--- config.mk ---
export PLATFORM = sky130hd
export DESIGN_NAME = sync_event_gen
export DESIGN_NICKNAME = d
export VERILOG_FILES = /design/src/rtl/sync_event_pkg.sv /design/src/rtl/sync_event_regs.sv /design/src/rtl/sync_event_cdc.sv /design/src/rtl/sync_event_oneshot.sv /design/src/rtl/sync_event_gen.sv
export SDC_FILE = /design/constraint.sdc
export NUM_CORES = 1
export LEC_CHECK = 0
export ABC_AREA = 1
export BUFFER_PORTS_ARGS = -buffer_cell sky130_fd_sc_hd__buf_2
export CORE_MARGIN = 3
export CORE_UTILIZATION = 52
export DETAILED_ROUTE_END_ITERATION = 10
export PLACE_DENSITY_LB_ADDON = 0.1
export SYNTH_ARGS = -nofsm -noshare
export SYNTH_HDL_FRONTEND = slang
export SYNTH_SLANG_ARGS = --single-unit
--- constraint.sdc ---
create_clock -name clk_i -period 3.3 [get_ports clk_i]
set_clock_uncertainty 0.05 [all_clocks]
set_input_delay 0.495 -clock clk_i [delete_from_list [all_inputs] [get_ports clk_i]]
set_output_delay 0.495 -clock clk_i [all_outputs]
set_load 0.02 [all_outputs]
--- src/rtl/sync_event_pkg.sv ---
package sync_event_pkg;

  typedef enum logic [1:0] {
    MODE_OFF    = 2'd0,
    MODE_DIRECT = 2'd1,
    MODE_PULSER = 2'd2,
    MODE_SWTRIG = 2'd3
  } sync_mode_e;

  typedef struct packed {
    logic       ref_clear;
    logic       one_shot;
    logic       invert;
    logic       enable;
    logic       gate_pll2;
    logic       gate_pll1;
    sync_mode_e mode;
  } sync_ctrl_t;

  localparam int unsigned CtrlW = $bits(sync_ctrl_t);
  localparam logic [CtrlW-1:0] CtrlReset = 8'h01;

endpackage

--- src/rtl/sync_event_regs.sv ---
module sync_event_regs
  import sync_event_pkg::*;
#(
  parameter int unsigned       ADDR_W    = 2,
  parameter logic [ADDR_W-1:0] CTRL_ADDR = ADDR_W'(0),
  parameter logic [ADDR_W-1:0] PCNT_ADDR = ADDR_W'(1)
) (
  input  logic              clk_i,
  input  logic              rst_ni,
  input  logic              wr_en_i,
  input  logic [ADDR_W-1:0] wr_addr_i,
  input  logic [CtrlW-1:0]  wr_data_i,
  output sync_ctrl_t        ctrl_o,
  output logic              pcnt_wr_o
);

  logic [CtrlW-1:0] ctrl_q;

  always_ff @(posedge clk_i or negedge rst_ni) begin
    if (!rst_ni)                                ctrl_q <= CtrlReset;
    else if (wr_en_i && wr_addr_i == CTRL_ADDR) ctrl_q <= wr_data_i;
  end

  assign ctrl_o    = sync_ctrl_t'(ctrl_q);
  assign pcnt_wr_o = wr_en_i && (wr_addr_i == PCNT_ADDR);

endmodule

--- src/rtl/sync_event_cdc.sv ---
module sync_event_cdc #(
  parameter int unsigned WIDTH  = 3,
  parameter int unsigned STAGES = 2
) (
  input  logic             clk_i,
  input  logic             rst_ni,
  input  logic [WIDTH-1:0] d_i,
  output logic [WIDTH-1:0] q_o
);

  logic [STAGES-1:0][WIDTH-1:0] pipe_q;

  for (genvar s = 0; s < STAGES; s++) begin : g_stage
    always_ff @(posedge clk_i or negedge rst_ni) begin
      if (!rst_ni) pipe_q[s] <= '0;
      else         pipe_q[s] <= (s == 0) ? d_i : pipe_q[(s == 0) ? 0 : s-1];
    end
  end

  assign q_o = pipe_q[STAGES-1];

endmodule

--- src/rtl/sync_event_oneshot.sv ---
module sync_event_oneshot #(
  parameter int unsigned HOLD_CYCLES = 8
) (
  input  logic clk_i,
  input  logic rst_ni,
  input  logic trig_i,
  output logic active_o
);

  localparam int unsigned CntW = $clog2(HOLD_CYCLES + 1);

  logic [CntW-1:0] cnt_q;

  // a new edge reloads the full hold time
  always_ff @(posedge clk_i or negedge rst_ni) begin
    if (!rst_ni)         cnt_q <= '0;
    else if (trig_i)     cnt_q <= CntW'(HOLD_CYCLES);
    else if (cnt_q != 0) cnt_q <= cnt_q - 1'b1;
  end

  assign active_o = (cnt_q != '0);

endmodule

--- src/rtl/sync_event_gen.sv ---
module sync_event_gen
  import sync_event_pkg::*;
#(
  parameter int unsigned       HOLD_CYCLES = 8,
  parameter int unsigned       SYNC_STAGES = 2,
  parameter int unsigned       ADDR_W      = 2,
  parameter logic [ADDR_W-1:0] CTRL_ADDR   = ADDR_W'(0),
  parameter logic [ADDR_W-1:0] PCNT_ADDR   = ADDR_W'(1)
) (
  input  logic              clk_i,
  input  logic              rst_ni,
  input  logic              wr_en_i,
  input  logic [ADDR_W-1:0] wr_addr_i,
  input  logic [7:0]        wr_data_i,
  output logic [7:0]        ctrl_o,
  input  logic              sync_pin_i,
  input  logic              pll1_lock_i,
  input  logic              pll2_lock_i,
  output logic              div_sync_o,
  output logic              pulse_start_o,
  output logic              sysref_clr_o
);

  sync_ctrl_t ctrl;
  logic       pcnt_wr;
  logic [2:0] async_in, synced;
  logic       pin_s, lock1_s, lock2_s;
  logic       sync_c, sync_c_q, sync_rise;
  logic       os_active, pin_req, lock_hold, base_req, base_req_q;
  logic       live, div_d, pulse_d;

  sync_event_regs #(
    .ADDR_W   (ADDR_W),
    .CTRL_ADDR(CTRL_ADDR),
    .PCNT_ADDR(PCNT_ADDR)
  ) u_regs (
    .clk_i    (clk_i),
    .rst_ni   (rst_ni),
    .wr_en_i  (wr_en_i),
    .wr_addr_i(wr_addr_i),
    .wr_data_i(wr_data_i),
    .ctrl_o   (ctrl),
    .pcnt_wr_o(pcnt_wr)
  );

  assign async_in = {pll2_lock_i, pll1_lock_i, sync_pin_i};

  sync_event_cdc #(
    .WIDTH (3),
    .STAGES(SYNC_STAGES)
  ) u_cdc (
    .clk_i (clk_i),
    .rst_ni(rst_ni),
    .d_i   (async_in),
    .q_o   (synced)
  );

  assign {lock2_s, lock1_s, pin_s} = synced;

  assign sync_c    = pin_s ^ ctrl.invert;
  assign sync_rise = sync_c & ~sync_c_q;

  sync_event_oneshot #(
    .HOLD_CYCLES(HOLD_CYCLES)
  ) u_oneshot (
    .clk_i   (clk_i),
    .rst_ni  (rst_ni),
    .trig_i  (sync_rise & ctrl.one_shot),
    .active_o(os_active)
  );

  assign pin_req   = ctrl.one_shot ? os_active : sync_c;
  assign lock_hold = (ctrl.gate_pll1 & ~lock1_s) | (ctrl.gate_pll2 & ~lock2_s);
  assign base_req  = pin_req | lock_hold;
  assign live      = ctrl.enable && (ctrl.mode != MODE_OFF);

  always_comb begin
    div_d   = 1'b0;
    pulse_d = 1'b0;
    if (live) begin
      unique case (ctrl.mode)
        MODE_DIRECT: div_d   = base_req;
        MODE_PULSER: pulse_d = base_req & ~base_req_q;
        MODE_SWTRIG: pulse_d = pcnt_wr;
        default:     ;
      endcase
    end
  end

  always_ff @(posedge clk_i or negedge rst_ni) begin
    if (!rst_ni) begin
      sync_c_q      <= 1'b0;
      base_req_q    <= 1'b0;
      div_sync_o    <= 1'b0;
      pulse_start_o <= 1'b0;
    end else begin
      sync_c_q      <= sync_c;
      base_req_q    <= base_req;
      div_sync_o    <= div_d;
      pulse_start_o <= pulse_d;
    end
  end

  assign ctrl_o       = ctrl;
  assign sysref_clr_o = ctrl.ref_clear;

endmodule

# After elaboration in Yosys (flattened, before gate mapping)
# Index checks and enable logic that the tools add are counted.
[op_classes]
add_sub_neg = 1
multipliers = 0
div = 0
n_lt_le_gt_ge = 0
eq_ne = 4
shifts = 0
muxes = 7
bitwise_logic = 12
n_reduce_logical = 7
[ops]
columns = ["cell", "n"]
rows = [
  ["4-bit two-way mux", 2],
  ["1-bit bitwise AND", 5],
  ["2-bit by 1-bit equality test with 1-bit output, second input constant", 2],
  ["2-bit equality test, second input constant", 2],
  ["1-bit two-way mux", 4],
  ["1-bit NOT", 4],
  ["2-bit nonzero test", 2],
  ["4-bit nonzero test", 1],
  ["4-bit by 1-bit subtractor with 4-bit output, second input constant", 1],
  ["1-bit logical AND", 3],
  ["2-bit zero test", 1],
  ["1-bit bitwise OR", 2],
  ["1-bit case mux with 2 select lines", 1],
  ["1-bit XOR", 1],
]
[totals]
reg_bits = 22
latch_bits = 0
mem_bits_rw = 0
romBits = 0
output_inout_bits = 11
wordCells = 39
mem_count = 0

# Longest topological paths before layout
[depth]
word_depth = 7
ltp_mapped = 7
ltp_nobuf = 7

# Modules after synthesis
# A second synthesis with hierarchy kept.
[hier_totals]
hier_cells = 103
hier_area_um2 = 957.2
[by_module_without_submodules]
columns = ["mod", "n_inst", "cells_each", "area_per_inst_um2", "seq_area_each_um2"]
rows = [
  ["sync_event_regs", 1, 37, 336.6, 201.4],
  ["sync_event_gen", 1, 29, 226.5, 100.1],
  ["sync_event_oneshot", 1, 28, 221.5, 100.1],
  ["sync_event_cdc", 1, 9, 172.7, 150.1],
]

# Worst setup path before layout
# No wires, ideal clock.
[synth_timing]
kind = "input port to flip-flop"
from = "input wr_addr_i[1]"
to = "register u_regs.ctrl_q[1], in the netlist u_regs.ctrl_o[1]"
setup_ns = 0.125
arrival_time_ns = 1.064
slack_ns = 2.061
cell_stages = 4
path_buffers = 1
cell_sequence = "nor2_2 nand2_2 buf_6 mux2_4"
[synth_via]
elab_chain_cells = 2
[synth_lines]
columns = ["element", "line_no", "source"]
rows = [
  ["start, declared", "sync_event_gen.sv:13", "input logic [ADDR_W-1:0] wr_addr_i,"],
  ["2-bit zero test", "sync_event_regs.sv:21", "else if (wr_en_i && wr_addr_i == CTRL_ADDR) ctrl_q <= wr_data_i;"],
  ["1-bit logical AND", "sync_event_regs.sv:21", ""],
  ["end signal, assigned", "sync_event_regs.sv:20", "if (!rst_ni) ctrl_q <= CtrlReset;"],
  ["end signal, assigned", "sync_event_regs.sv:21", ""],
  ["end, declared", "sync_event_regs.sv:17", "logic [CtrlW-1:0] ctrl_q;"],
]
# Every way passes these cells.
# A chain may end at the register's enable or synchronous reset.

# Worst setup path in the final report
[layout_timing]
from = "register u_regs.ctrl_q[0], in the netlist u_regs.ctrl_o[0]"
to = "output ctrl_o[0]"
[layout_rtl]
columns = ["element", "line_no", "source"]
rows = [
  ["end, declared", "sync_event_gen.sv:15", "output logic [7:0] ctrl_o,"],
]
# No word-level cell between the ends.

==> flow_summary.html <==
<table>
<tr><th>Metric</th><th>Value</th></tr>
<tr><th colspan="2">Worst setup path</th></tr>
<tr><td>Endpoint kind of the worst setup timing path</td><td>output port</td></tr>
<tr><td>Kind of critical path</td><td>reg2out</td></tr>
<tr><td>Worst reg2reg path depth</td><td>7</td></tr>
<tr><td>Buf/Inv on CP</td><td>1</td></tr>
<tr><td>Setup slack, reg-to-reg</td><td>2010 ps</td></tr>
<tr><td>Critical-path maximum fanout</td><td>3</td></tr>
<tr><td>Worst endpoint data arrival time</td><td>about 1000 ps</td></tr>
<tr><td>Largest stage delay on the critical path</td><td>around 560 ps</td></tr>
<tr><td>Critical path's top delay family</td><td>flip-flops</td></tr>
<tr><td>Reg-to-Reg End</td><td>pulse_start_o$_DFF_PN0_</td></tr>
<tr><td>Chain of cells forming the critical path</td><td>buf_2</td></tr>
<tr><td>Critical Path RT</td><td>2750 ps</td></tr>
<tr><td>Origin of the critical flop-to-flop path</td><td>u_oneshot.cnt_q[0]$_DFFE_PN0P_</td></tr>
<tr><td>Master of the slowest instance on the critical path</td><td>dfstp_2</td></tr>
<tr><td>Crit start category</td><td>register</td></tr>
<tr><th colspan="2">CTS</th></tr>
<tr><td>Clock latency of the later-clocked register in the worst-skew pair</td><td>roughly 300 ps</td></tr>
<tr><td>Max H-tree Level</td><td>1</td></tr>
<tr><td>Hold-fix buffers at CTS</td><td>0</td></tr>
<tr><td>Sinks on Clock Net</td><td>22</td></tr>
<tr><td>Clock Tree Buf Depth</td><td>2</td></tr>
<tr><td>TritonCTS clock tree</td><td>done</td></tr>
<tr><td>Clock transition at path regs</td><td>roughly 120 ps</td></tr>
<tr><td>Number of gates given a new drive strength after cts</td><td>0</td></tr>
<tr><td># Post-CTS Setup Buffers</td><td>0</td></tr>
<tr><td>Clock root buffer</td><td>clkbuf_4</td></tr>
<tr><td>Number of clock buffers inserted by TritonCTS</td><td>3</td></tr>
<tr><th colspan="2">Global routing</th></tr>
<tr><td>Initial antenna violation count</td><td>0</td></tr>
<tr><td>First-pass GRT wire length</td><td>approximately 2300 µm</td></tr>
<tr><td>Aggregate global routing overflow</td><td>0</td></tr>
<tr><td>Total Routing Usage GR</td><td>0.148</td></tr>
<tr><td>Vias in the first global route</td><td>539</td></tr>
<tr><td>Pin count of the biggest net entering global routing</td><td>23</td></tr>
<tr><th colspan="2">Drt</th></tr>
<tr><td>Post-DRT Antenna Nets</td><td>0</td></tr>
<tr><td>DRC violations left</td><td>0</td></tr>
<tr><td>TritonRoute pass-1 iters</td><td>2</td></tr>
<tr><td>Post-detailed-routing wire length</td><td>between 1000 and 1500 µm</td></tr>
<tr><td>Starting DRT DRC Count</td><td>7</td></tr>
<tr><td>Via density</td><td>4.87</td></tr>
<tr><td>Routed len/inst</td><td>between 10 and 15 µm</td></tr>
<tr><td>Total vias in the final route</td><td>a little over 600</td></tr>
<tr><th colspan="2">Synth</th></tr>
<tr><td>Number of flip-flops and latches in the synthesized netlist</td><td>22</td></tr>
<tr><td>Compound-gate portion of the synthesized area</td><td>0.0521</td></tr>
<tr><td>Number of nets in the synthesized netlist</td><td>99</td></tr>
<tr><td>Unique cell type count in the Yosys netlist</td><td>22</td></tr>
<tr><td>Sequential cell area fraction in the yosys report</td><td>0.605</td></tr>
<tr><td>Fraction of synthesized area in multiplexers</td><td>0.0782</td></tr>
<tr><td>Number of warnings reported in the yosys synthesis log</td><td>0</td></tr>
<tr><td>Adder and majority gate portion of the synthesized area</td><td>0.0274</td></tr>
<tr><td>Mean instance size in the synthesized netlist</td><td>approximately 11 µm²</td></tr>
<tr><td>Number of enable flip-flop cells after synthesis</td><td>0</td></tr>
<tr><td>Largest family of logic cells by synthesized area</td><td>simple AND/OR/NAND/NOR gates</td></tr>
<tr><td>Simple-gate share of the synthesized area</td><td>0.144</td></tr>
<tr><td>Fraction of registers with async set or reset after synthesis</td><td>1.00</td></tr>
<tr><td>XOR/XNOR share of the synthesized area</td><td>0.0192</td></tr>
<tr><td>Number of cells produced by synthesis</td><td>slightly above 80</td></tr>
<tr><td>Primary flip-flop cell chosen by synthesis mapping</td><td>dfrtp_1</td></tr>
<tr><td>Cell area after synthesis</td><td>just over 900 µm²</td></tr>
<tr><th colspan="2">STA</th></tr>
<tr><td>Timing-limited maximum frequency</td><td>between 600 and 700 MHz</td></tr>
<tr><td>Fin Setup TNS</td><td>0 ps</td></tr>
<tr><td>Final setup vio count</td><td>0</td></tr>
<tr><td>Final count of hold timing violations</td><td>0</td></tr>
<tr><td>Portion of the clock cycle consumed by the worst path in the final layout</td><td>0.472</td></tr>
<tr><td>Min setup slack post-route</td><td>roughly 1700 ps</td></tr>
<tr><td>Unrepaired setup endpoints after global routing</td><td>no</td></tr>
<tr><td>Slew Limit Headroom</td><td>0.685</td></tr>
<tr><td>Post-route minimum period</td><td>between 1500 and 2000 ps</td></tr>
<tr><td>Final count of pins violating max slew</td><td>0</td></tr>
<tr><td>Pin slew with the least headroom to its limit</td><td>approximately 470 ps</td></tr>
<tr><th colspan="2">Placed design</th></tr>
<tr><td>Placement-stage worst setup slack</td><td>roughly 1900 ps</td></tr>
<tr><td>Final HPWL from detailed placement</td><td>1120 µm</td></tr>
<tr><td>Placer's final routability congestion estimate</td><td>just over 0.7</td></tr>
<tr><td>Buffers on Ports</td><td>26</td></tr>
<tr><th colspan="2">Worst hold path</th></tr>
<tr><td>Path category of the worst min-delay check</td><td>in2async</td></tr>
<tr><th colspan="2">Floorplan</th></tr>
<tr><td>Die Wd</td><td>~48 µm</td></tr>
<tr><td>Initial standard-cell utilization of the core</td><td>0.579</td></tr>
<tr><td>Placement Rows</td><td>14</td></tr>
<tr><td>Area of the die</td><td>about 0.0023 mm²</td></tr>
<tr><td>Vert. Die Dim</td><td>between 40 and 50 µm</td></tr>
<tr><td>Number of I/O pins</td><td>27</td></tr>
<tr><td>Area of the placeable core</td><td>around 0.0016 mm²</td></tr>
<tr><th colspan="2">Flow run</th></tr>
<tr><td>Max_cap viols</td><td>0</td></tr>
<tr><th colspan="2">Layout</th></tr>
<tr><td>Ant diodes</td><td>0</td></tr>
<tr><td>Number of nets at the end of the flow</td><td>around 130</td></tr>
<tr><td>Area growth, synth to finish</td><td>20.2%</td></tr>
<tr><td>Proportion of layout cells with a drive suffix above 1</td><td>0.376</td></tr>
<tr><th colspan="2">Power and ir drop</th></tr>
<tr><td>Pwr Density</td><td>roughly 710 mW/mm²</td></tr>
<tr><td>Leakage power summed over all cells</td><td>0.607 nW</td></tr>
<tr><td>Maximum ir drop on the vdd rail</td><td>465 µV</td></tr>
<tr><th colspan="2">Outcome</th></tr>
<tr><td>Status</td><td>finished clean</td></tr>
</table>
## cells in the mapped netlist (all sizes together), types with 2 or more instances
| cell | number | share of area |
|---|---|---|
| inv | 13 | 0.054 |
| buf | 2 | 0.021 |
| dfrtp | 21 | 0.58 |
| nor2 | 6 | 0.027 |
| a21oi | 7 | 0.038 |
| ha | 2 | 0.027 |
| mux2 | 5 | 0.078 |
| xor2 | 2 | 0.019 |
| nand3 | 5 | 0.038 |
| nand2 | 11 | 0.048 |
## worst max-delay path by stage
stage                                             from                           end  slack (ps)  cells after the start
after detailed placement                  wr_addr_i[1]  u_regs.ctrl_o[4]$_DFFE_PN0P_        1900                      4
after global routing      u_regs.ctrl_o[0]$_DFFE_PN1P_                     ctrl_o[0]        1690                      1
final                     u_regs.ctrl_o[0]$_DFFE_PN1P_                     ctrl_o[0]        1740                      1
after global placement                    wr_addr_i[1]  u_regs.ctrl_o[1]$_DFFE_PN0P_        1930                      4
after CTS                 u_regs.ctrl_o[0]$_DFFE_PN1P_                     ctrl_o[0]        1720                      1
after floorplan                           wr_addr_i[1]  u_regs.ctrl_o[1]$_DFFE_PN0P_        2060                      4
## area by class of cell
type	count	area (µm²)
Inverter	13	48.8
Timing Repair Buffer	26	130
Fill cell	129	480
Sequential cell	22	552
Clock inverter	1	30.0
Multi-Input combinational cell	44	293
Clock buffer	3	22.5
Tap cell	16	20.0
## through the flow
stage / utilization / area, µm² / power (W) / instances / hold slack, ps
after global placement: 0.662 / 1040 / 0.000585 / 121 / 285
after detailed placement: 0.662 / 1040 / 0.000593 / 121 / 288
after global routing: 0.695 / 1100 / 0.000843 / 125 / 87.0
final: 0.695 / 1100 / 0.000783 / 125 / 79.8
after floorplan: - / 912 / 0.000531 / 81 / 149
after CTS: 0.695 / 1100 / 0.000796 / 125 / 78.5
## state kept, by name, summed over array words and instances, names as in the netlist
signal / count
u_cdc.q_o: 3
u_regs.ctrl_o: 8
u_cdc.pipe_q: 3
sync_c_q: 1
pulse_start_o: 1
base_req_q: 1
div_sync_o: 1
u_oneshot.cnt_q: 4
## kinds of logic after synthesis
group / Yosys count
multiplexers: 5
adder cells (fa/ha/maj): 2
AND/OR/NAND/NOR: 26
flip-flops: 22
XOR/XNOR: 2
AO/OA/AOI/OAI: 9
buffers and inverters: 15
## cell usage in the layout, fill, tap and decap left out
cell type and count:
buf_2 26, dfrtp_1 21, inv_1 13, nand2_1 10
a21oi_1 7, nor2_1 5, mux2_4 4, nand3_1 3
clkbuf_4 3, nand3_2 2, xor2_1 2, ha_1 2
and2_4 1, nand3b_1 1, nor3_1 1, o211ai_1 1
nor2_2 1, nand2_2 1, and3_1 1, o21ai_0 1
mux2_2 1, bufinv_16 1, dfstp_2 1
## layer usage
metal,vias to the layer above,GRT usage,routed length [µm]
li1,309,-,-
met1,281,0.199,675
met2,17,0.219,718
met3,2,0.0338,82
met4,0,0.0806,7
met5,-,0,0
## power by group
part / internal (W) / switching [W]
registers: 0.000326 / 0.0000341
logic: 0.0000970 / 0.000128
clock network: 0.000123 / 0.0000751
total: 0.000546 / 0.000237
No activity file was read; power rests on OpenSTA's default activity.
